===== config.mk =====
export PLATFORM = sky130hd
export DESIGN_NAME = shed_top
export DESIGN_NICKNAME = d
export VERILOG_FILES = /design/src/rtl/shed_pkg.sv /design/src/rtl/shed_ctrl.sv /design/src/rtl/shed_datapath.sv /design/src/rtl/shed_top.sv
export SDC_FILE = /design/constraint.sdc
export NUM_CORES = 1
export LEC_CHECK = 0
export ABC_AREA = 1
export ABC_CLOCK_PERIOD_IN_PS = 1350
export BUFFER_PORTS_ARGS = -buffer_cell sky130_fd_sc_hd__buf_2
export CAP_MARGIN = 10
export CORE_MARGIN = 3
export CORE_UTILIZATION = 35
export CTS_CLUSTER_DIAMETER = 100
export DETAILED_ROUTE_END_ITERATION = 8
export PLACE_DENSITY = 0.63
export SLEW_MARGIN = 20
export SYNTH_ARGS = -nofsm -noshare
export SYNTH_HDL_FRONTEND = slang
export SYNTH_SLANG_ARGS = --single-unit
export TNS_END_PERCENT = 1

===== constraint.sdc =====
create_clock -name clk -period 1.35 [get_ports clk]
set_clock_uncertainty 0.1 [all_clocks]
set_input_delay 0 -clock clk [delete_from_list [all_inputs] [get_ports clk]]
set_output_delay 0 -clock clk [all_outputs]
set_load 0.01 [all_outputs]

===== src/rtl/shed_pkg.sv =====
package shed_pkg;
  // Strobes from the control side to the per-port datapath.
  typedef struct packed {
    logic shedRise;  // qualified input became active this cycle
    logic shedHold;  // qualified input is active this cycle
  } shed_strobe_t;
endpackage


===== src/rtl/shed_ctrl.sv =====
module shed_ctrl
  import shed_pkg::*;
#(
  parameter int SYNC_STAGES = 2
) (
  input  logic         clk,
  input  logic         rstN,
  input  logic         shedPinRaw,
  input  logic         polWrEn,
  input  logic         polWrVal,
  output shed_strobe_t strb
);
  logic [SYNC_STAGES-1:0] syncQ;
  logic polActHigh;
  logic activeNow;
  logic activePrev;

  // Synchronizer resets to the idle level of the default (active-low) polarity.
  always_ff @(posedge clk or negedge rstN) begin
    if (!rstN) begin
      syncQ      <= '1;
      polActHigh <= 1'b0;
      activePrev <= 1'b0;
    end else begin
      syncQ      <= {syncQ[SYNC_STAGES-2:0], shedPinRaw};
      if (polWrEn) polActHigh <= polWrVal;
      activePrev <= activeNow;
    end
  end

  always_comb begin
    activeNow     = polActHigh ? syncQ[SYNC_STAGES-1] : ~syncQ[SYNC_STAGES-1];
    strb.shedHold = activeNow;
    strb.shedRise = activeNow & ~activePrev;
  end


  rise_single_chk: assert property (@(posedge clk) disable iff (!rstN)
    strb.shedRise |=> !strb.shedRise);
endmodule


===== src/rtl/shed_datapath.sv =====
module shed_datapath
  import shed_pkg::*;
#(
  parameter int NUM_PORTS = 8
) (
  input  logic                 clk,
  input  logic                 rstN,
  input  shed_strobe_t         strb,
  input  logic [NUM_PORTS-1:0] prioHigh,
  input  logic                 hostWrEn,
  input  logic [NUM_PORTS-1:0] hostDetWr,
  input  logic [NUM_PORTS-1:0] hostClsWr,
  output logic [NUM_PORTS-1:0] pwrOff,
  output logic [NUM_PORTS-1:0] detEn,
  output logic [NUM_PORTS-1:0] clsEn
);
  logic [NUM_PORTS-1:0] shedNow;

  for (genvar p = 0; p < NUM_PORTS; p++) begin : g_port
    always_comb
      shedNow[p] = ~prioHigh[p] &
                   (strb.shedRise | (strb.shedHold & (detEn[p] | clsEn[p])));

    always_ff @(posedge clk or negedge rstN) begin
      if (!rstN) begin
        pwrOff[p] <= 1'b0;
        detEn[p]  <= 1'b0;
        clsEn[p]  <= 1'b0;
      end else begin
        pwrOff[p] <= shedNow[p];
        if (shedNow[p]) begin
          detEn[p] <= 1'b0;
          clsEn[p] <= 1'b0;
        end else if (hostWrEn) begin
          detEn[p] <= hostDetWr[p];
          clsEn[p] <= hostClsWr[p];
        end
      end
    end
  end


  low_prio_shed_chk: assert property (@(posedge clk) disable iff (!rstN)
    strb.shedRise |=> ((pwrOff & ~$past(prioHigh)) == ~$past(prioHigh)));

  high_prio_kept_chk: assert property (@(posedge clk) disable iff (!rstN)
    ((pwrOff & $past(prioHigh)) == '0));

  shed_clears_chk: assert property (@(posedge clk) disable iff (!rstN)
    ((pwrOff & (detEn | clsEn)) == '0));

  no_self_enable_chk: assert property (@(posedge clk) disable iff (!rstN)
    !hostWrEn |=> (((detEn & ~$past(detEn)) | (clsEn & ~$past(clsEn))) == '0));

  idle_no_off_chk: assert property (@(posedge clk) disable iff (!rstN)
    !strb.shedHold |=> (pwrOff == '0));
endmodule


===== src/rtl/shed_top.sv =====
module shed_top
  import shed_pkg::*;
#(
  parameter int NUM_PORTS   = 8,
  parameter int SYNC_STAGES = 2
) (
  input  logic                 clk,
  input  logic                 rstN,
  input  logic                 shedPinRaw,
  input  logic                 polWrEn,
  input  logic                 polWrVal,
  input  logic [NUM_PORTS-1:0] prioHigh,
  input  logic                 hostWrEn,
  input  logic [NUM_PORTS-1:0] hostDetWr,
  input  logic [NUM_PORTS-1:0] hostClsWr,
  output logic [NUM_PORTS-1:0] pwrOff,
  output logic [NUM_PORTS-1:0] detEn,
  output logic [NUM_PORTS-1:0] clsEn
);
  shed_strobe_t strb;

  shed_ctrl #(.SYNC_STAGES(SYNC_STAGES)) ctrl_i (
    .clk(clk), .rstN(rstN), .shedPinRaw(shedPinRaw),
    .polWrEn(polWrEn), .polWrVal(polWrVal), .strb(strb)
  );

  shed_datapath #(.NUM_PORTS(NUM_PORTS)) dp_i (
    .clk(clk), .rstN(rstN), .strb(strb), .prioHigh(prioHigh),
    .hostWrEn(hostWrEn), .hostDetWr(hostDetWr), .hostClsWr(hostClsWr),
    .pwrOff(pwrOff), .detEn(detEn), .clsEn(clsEn)
  );
endmodule


* Yosys cells after proc, flatten, opt, wreduce, memory -nomap -nowiden *
Index checks and enable logic that the tools add are counted.

word-level totals
  bits in registers = 28
  input bits = 30
  output and inout port bits = 24

operators by class
  mux-type cells = 33
  bitwise logic cells = 43
  reductions and logical operators = 8

operators with widths
  cell                count
  1-bit 2-to-1 mux    33
  1-bit AND           17
  1-bit bitwise OR    16
  2-bit nonzero test  8
  1-bit inverter      10

* Logic depth before layout (Yosys ltp) *
Gate-level depths: netlist of run 1.

  depth after elaboration = 6
  mapped depth = 6
  gate-level depth less buffers = 6

* Hierarchy *
From an unflattened synthesis of run 1, not the netlist that was laid out.

unflattened totals
  cell total of the unflattened synthesis = 124
  area, all modules = 1208.7 sq um

by module, submodules not included
  module         instances  cells each  area each (sq um)  sequential area each (sq um)
  shed_datapath  1          110         1058.5             600.6
  shed_ctrl      1          14          150.1              102.6

* Worst setup path before layout of run 1 *
No wires, ideal clock.

  kind = flip-flop to flip-flop
  start = register ctrl_i.syncQ[1]
  end = register dp_i.clsEn[0]
  library setup time = 0.113 ns
  data arrival time = 0.886 ns
  required time = 1.137 ns
  path slack = 0.251 ns
  stages on the path, launching flop included = 6
  cells stage by stage = dfstp_2 > nand2_1 > nand2_2 > nand3_1 > nand2_1 > inv_1

between the ends
  longest elaborated chain between the ends = 6
  elaborated cells on any way between the ends = 8
  those cells by class = mux: 2; bitwise: 5; reduce/logical: 1

RTL lines
  element                                                        line                                  source
  from (decl)                                                    shed_ctrl.sv:13                       logic [SYNC_STAGES-1:0] syncQ;
  from (signal assigned)                                         shed_ctrl.sv:25                       syncQ <= {syncQ[SYNC_STAGES-2:0], shedPinRaw};
  1-bit inverter                                                 shed_ctrl.sv:32                       activeNow = polActHigh ? syncQ[SYNC_STAGES-1] : ~syncQ[SYNC_STAGES-1];
  1-bit 2-to-1 mux (*)                                           shed_ctrl.sv:32
  named net ctrl_i.activeNow                                     shed_ctrl.sv:15                       logic activeNow;
  1-bit AND (on tied branches)                                   shed_ctrl.sv:34, shed_datapath.sv:22
  1-bit bitwise OR (*)                                           shed_datapath.sv:22                   (strb.shedRise | (strb.shedHold & (detEn[p] | clsEn[p])));
  1-bit AND (*)                                                  shed_datapath.sv:21                   shedNow[p] = ~prioHigh[p] &
  1-bit 2-to-1 mux / 2-bit nonzero test (equally long branches)  -
  to (signal, indexed assignment)                                shed_datapath.sv:36                   clsEn[p] <= hostClsWr[p];
  to (decl)                                                      shed_datapath.sv:15                   output logic [NUM_PORTS-1:0] clsEn

Mark *: on every way through the listed nets, which the timed path passes. The rest lies on a longest branch.
A chain may end at the register's enable or synchronous reset.

==> results.py, run 1 <==
metrics = {
    "setup_path": {
        "worstPathArrival_ns": 1.41,
        "worst_ep_required_time_ns": 1.47,
        "path_class": "flop to flop",
        "crit_path_end_kind": "flop",
        "start_kind": "flop",
        "critPathMaxFanout": 2,
    },
    "global_route": {
        "grt_pass1_vias": 1151,
        "grt_util_all_layers_pct": 15.5,
        "grt_antenna_before_repair": 0,
        "grt-ovfl-total": 0,
        "grt_pass1_wl_mm": 5.10,
        "grt_max_degree": 33,
    },
    "placement": {
        "post-dp-hpwl_mm": 1.93,
        "dp_worst_setup_slack_ns": 0.124,
        "port_buffers": 53,
        "gp_congestion": 0.729,
        "place_area_um2": 1530,
    },
    "cells_and_area": {
        "multi_input_area_um2": 323,
        "final_cell_mix": "53 x buf_2, 50 x inv_1, 43 x nand2_1, 28 x dlygate4sd3_1, 26 x dfrtp_1",
        "layout_commonest_cell": "buf_2",
        "antenna_cells": 0,
        "syn2layout_area_growth_pct": 49.4,
        "fill_cells": 311,
        "fin_area_um2": 1850,
        "regArea_um2": 703,
        "drive_above_1_share_pct": 25.0,
        "nNetsFinal": 271,
    },
    "yosys": {
        "synth_top_area_cell": "dfrtp_1",
        "yosysSeqAreaShare_pct": 56.8,
        "postSynthAreaPerCell_um2": 7.79,
        "netlist.area_leader.share_pct": 52.5,
        "yosysWarnings": 0,
        "synth_cell_types": 10,
        "ys_ff_latch": 28,
        "netlist_instances": 159,
        "synth_nets": 189,
        "syn-cell-area_um2": 1240,
        "ys_top_cells_by_area": "dfrtp_1 53%, inv_1 15%, nand2_1 13%, o21ai_0 6.9%, dfstp_2 4.2%",
    },
    "timing": {
        "grt_setup_unrepaired": "false",
        "setup_viol": 0,
        "fmax_mhz": 774,
        "min_period_ns": 1.29,
        "hold_ws_ns": 0.107,
        "drv_slew": 0,
        "tightest_slew_ns": 0.611,
        "relSlewSlack_pct": 59.3,
        "setup_tns_ns": 0,
        "hold_viol": 0,
        "final.period_utilization_pct": 95.7,
        "setup_ws_ns": 0.0586,
    },
    "power_and_ir_drop": {
        "vdd_drop_max_uv": 524,
        "leakagePower_nw": 1.16,
        "power_per_cell_area_nw_per_um2": 968,
    },
    "routing": {
        "avgRoutedWirePerCell_um": 10.6,
        "viasPerCell": 4.08,
        "dr_total_vias": 1158,
        "ant_nets": 0,
        "drt_wl_total_mm": 3.02,
        "firstDrtPassIters": 4,
        "drc": 0,
        "drt_iter0_drc": 33,
    },
    "die": {
        "coreArea_um2": 3200,
        "fp.dieH_um": 65.5,
        "die-area_um2": 4290,
        "ioPinCount": 54,
        "fp.dieW_um": 65.5,
        "start_util_pct": 38.7,
        "placementRows": 20,
    },
    "cts": {
        "cts_tree": "built",
        "root_buffer": "clkbuf_4",
        "numCtsBuffers": 3,
        "cts.sinks": 28,
        "ctsLongestPathBuffers": 2,
        "htreeDepth": 1,
        "cts_setup_buffers": 0,
        "clk_pin_slew_ns": 0.14,
        "clkLatencyLatePin_ns": 0.32,
    },
    "min_path": {
        "hp-class": "primary input to async pin",
    },
    "outcome": {
        "status": "finished, final reports clean",
    },
    "job": {
        "drv_cap": 0,
    },
}
[routing by layer]
metal  vias up  global-route usage [%]  wire (um)
met3         2                    2.22        191
met1       505                    19.1       1360
met4         0                    4.66          9
met2        39                    27.7       1460
li1        612                       -          -
met5         -                       0          0
[report_power, final]
| part | total (mW) | internal, mW | switching [mW] |
|---|---|---|---|
| registers | 0.980 | 0.922 | 0.0578 |
| logic | 0.413 | 0.197 | 0.216 |
| clock network | 0.399 | 0.165 | 0.234 |
| total | 1.79 | 1.28 | 0.508 |
[cell usage after synthesis]
| cell | n |
|---|---|
| dfstp_2 | 2 |
| nor2_1 | 8 |
| inv_1 | 50 |
| buf_4 | 2 |
| nand2_1 | 43 |
| nand2_2 | 1 |
| nand3_1 | 8 |
| dfrtp_1 | 26 |
| o21ai_0 | 17 |
| clkbuf_2 | 2 |
[registers in the layout (all words and copies together) (netlist names)]
signal,count
dp_i.clsEn,8
dp_i.pwrOff,8
ctrl_i.polActHigh,1
ctrl_i.syncQ,2
dp_i.detEn,8
ctrl_i.activePrev,1
[metrics by stage]
stage          cells  power [mW]  util, %
2_1_floorplan    159        1.18        -
3_3_place_gp     252        1.34     47.9
3_5_place_dp     252        1.35     47.9
4_1_cts          284        1.82     57.8
5_1_grt          284        1.92     57.8
6_report         284        1.79     57.8
[worst max-delay path, cell delays in order, from the launching register on]
cell,delay (ns)
dfrtp_1,0.41
inv_1,0.07
o21ai_0,0.06
dlygate4sd3_1,0.55
[cells by family after synthesis]
group	after synthesis	synth area share (%)
AOI/OAI and AO/OA	17	6.87
and+or+nand+nor	60	19.2
buffers and inverters	54	17.2
DFF	28	56.8
[final timing paths]
| path | start | cells past startpoint | slack [ns] | endpoint |
|---|---|---|---|---|
| max | ctrl_i.polActHigh | 3 | 0.06 | ctrl_i.polActHigh |
| min | rstN | 2 | 0.11 | dp_i.pwrOff[4] |
| max reg2reg | ctrl_i.polActHigh | 3 | 0.06 | ctrl_i.polActHigh |
| min reg2reg | ctrl_i.syncQ[0] | 0 | 0.27 | ctrl_i.syncQ[1] |
| max in group asynchronous | rstN | 2 | 0.65 | dp_i.pwrOff[0] |
| min in group clk | hostWrEn | 5 | 0.12 | dp_i.clsEn[4] |
[final cells by class]
type	instances	share of cell area, %
sequential	28	38.0
timing repair buffer	81	29.5
multi-input combinational	77	17.4
inverter	50	10.1
tap	44	2.97
clock buffer	4	1.96
[timing repair]
action | CTS | global route
hold endpoints to repair | 54 | 0
hold buffers | 28 | 0
gates resized for setup | 0 | 0
Power figures use the tool's default switching activity.
==> inputs of run 2 (changes only) <==
- GPL_TIMING_DRIVEN: default -> 0
- HOLD_SLACK_MARGIN: default -> 0.02
==> run 2 against run 1 <==
Compared with the run above:
- core utilization increased by 1.7 points
- maximum frequency decreased by 0.26%
- critical endpoint is now dp_i.clsEn[1]
- register-to-register slack about the same
- critical path type is now primary input to flop
- flip-flop and latch count unchanged
==> results.py, run 2 (same netlist as run 1, synthesis figures left out) <==
metrics = {
    "timing": {
        "drv_slew": 0,
        "grt_setup_unrepaired": "false",
        "final.period_utilization_pct": 95.9,
        "hold_viol": 0,
        "setup_viol": 0,
        "hold_ws_ns": 0.0669,
        "relSlewSlack_pct": 58.8,
        "fmax_mhz": 772,
        "setup_tns_ns": 0,
        "tightest_slew_ns": 0.619,
        "min_period_ns": 1.29,
    },
    "cts": {
        "cts.sinks": 28,
        "numCtsBuffers": 3,
        "cts_setup_buffers": 0,
        "htreeDepth": 1,
        "clkLatencyLatePin_ns": 0.33,
        "cts_tree": "built",
        "root_buffer": "clkbuf_4",
        "ctsLongestPathBuffers": 2,
        "clk_pin_slew_ns": 0.15,
    },
    "die": {
        "fp.dieW_um": 65.5,
        "start_util_pct": 38.7,
        "die-area_um2": 4290,
        "ioPinCount": 54,
        "placementRows": 20,
        "fp.dieH_um": 65.5,
        "coreArea_um2": 3200,
    },
    "setup_path": {
        "cpMaxStageDelayCell": "dlygate4sd3_1",
        "rr_worst_depth": 3,
        "worst_ep_required_time_ns": 1.50,
        "worstPathArrival_ns": 1.44,
        "reg2reg_from": "ctrl_i.polActHigh",
        "crit_path_end_kind": "flop",
        "cp_cell_sequence": "dlygate4sd3_1 -> buf_2 -> nand2_1 -> dlygate4sd3_1 -> o21ai_0 -> nand2_1 -> inv_1",
        "max_stage_delay_ns": 0.55,
        "path_class": "primary input to flop",
        "start_kind": "primary input",
        "r2r_slack_ns": 0.07,
        "critPathMaxFanout": 1,
        "r2r_end": "ctrl_i.polActHigh",
    },
    "routing": {
        "firstDrtPassIters": 4,
        "drt_iter0_drc": 79,
        "ant_nets": 0,
        "drc": 0,
        "viasPerCell": 4.06,
        "drt_wl_total_mm": 3.20,
        "dr_total_vias": 1178,
        "avgRoutedWirePerCell_um": 11.0,
    },
    "cells_and_area": {
        "layout_commonest_cell": "buf_2",
        "reg_top3": "dp_i.clsEn: 8 flops, dp_i.detEn: 8 flops, dp_i.pwrOff: 8 flops",
        "final_cells": 290,
        "drive_above_1_share_pct": 26.4,
        "syn2layout_area_growth_pct": 53.8,
        "antenna_cells": 0,
        "final_cell_mix": "53 x buf_2, 50 x inv_1, 43 x nand2_1, 30 x dlygate4sd3_1, 26 x dfrtp_1",
        "nNetsFinal": 277,
    },
    "min_path": {
        "min_to": "dp_i.clsEn[2]",
        "hp-class": "primary input to flop",
        "hold_depth": 5,
        "worstHoldStart": "hostWrEn",
    },
    "global_route": {
        "grt_util_all_layers_pct": 16.6,
        "grt-ovfl-total": 0,
        "grt_pass1_wl_mm": 5.44,
        "top_usage_layer": "met2",
        "gr-usage-met3_pct": 4.44,
        "grt_pass1_vias": 1205,
        "use_met2_pct": 30.7,
        "use_met1_pct": 19.7,
        "grt_antenna_before_repair": 0,
        "grt_max_degree": 29,
    },
    "placement": {
        "gp_congestion": 0.709,
        "port_buffers": 53,
        "post-dp-hpwl_mm": 2.02,
        "numPlacedInstances": 256,
    },
    "power_and_ir_drop": {
        "vdd_drop_max_uv": 573,
        "power_per_cell_area_nw_per_um2": 960,
        "leakagePower_nw": 1.19,
    },
    "job": {
        "drv_cap": 0,
    },
    "outcome": {
        "status": "finished, final reports clean",
    },
}
[run 2: cell count changes in the layout (fill, tap and decap cells not counted), sizes merged]
cell	previous run	this run
dlygate4sd3	28	30
buf	53	55
clkbuf	4	6
[run 2: how the worst max path moves through the flow]
| stage | slack, ns | start | cells after the start | end |
|---|---|---|---|---|
| after global placement | 0.08 | ctrl_i.syncQ[1] | 5 | dp_i.clsEn[2] |
| after global routing | 0.008 | ctrl_i.syncQ[1] | 5 | dp_i.clsEn[4] |
| final | 0.06 | hostClsWr[1] | 7 | dp_i.clsEn[1] |
| after CTS | 0.03 | ctrl_i.syncQ[1] | 5 | dp_i.detEn[4] |
| after detailed placement | 0.05 | ctrl_i.syncQ[1] | 5 | dp_i.clsEn[2] |
| after floorplan | 0.25 | ctrl_i.syncQ[1] | 5 | dp_i.clsEn[0] |
[run 2: final cells by class]
cell class                      count  area (um^2)
Buffer                              4         25.0
Clock buffer                        4         36.3
Fill cell                         305         1300
Inverter                           50          188
Multi-Input combinational cell     77          333
Sequential cell                    28          703
Tap cell                           44         55.1
Timing Repair Buffer               83          566
[run 2: timing repair]
action,CTS,global route
hold buffers,30,0
gates resized for setup,0,3
setup endpoints to repair,0,19
hold endpoints to repair,54,0
[run 2: stage by stage]
step	power, mW	cell area (um^2)	util [%]	setup slack (ns)
6_report	1.83	1910	59.5	0.0552
5_1_grt	1.96	1910	59.5	0.00781
4_1_cts	1.84	1900	59.2	0.0275
3_5_place_dp	1.36	1560	48.7	0.0518
3_3_place_gp	1.35	1560	48.7	0.0836
2_1_floorplan	1.18	1240	-	0.251
[run 2: power breakdown]
| part | total (mW) | internal [mW] | switching (mW) |
|---|---|---|---|
| Combinational | 0.442 | 0.210 | 0.233 |
| Clock | 0.415 | 0.165 | 0.250 |
| Sequential | 0.972 | 0.922 | 0.0493 |
[run 2: critical path, delay by kind of cell]
kind            cells  cell delay [ns]
buf+inv             4             1.23
simple gates        2             0.13
compound gates      1             0.08
[run 2: metal layers]
metal	vias up	wire length [um]
met3	2	201
li1	628	-
met4	0	9
met5	-	0
met2	41	1640
met1	507	1350
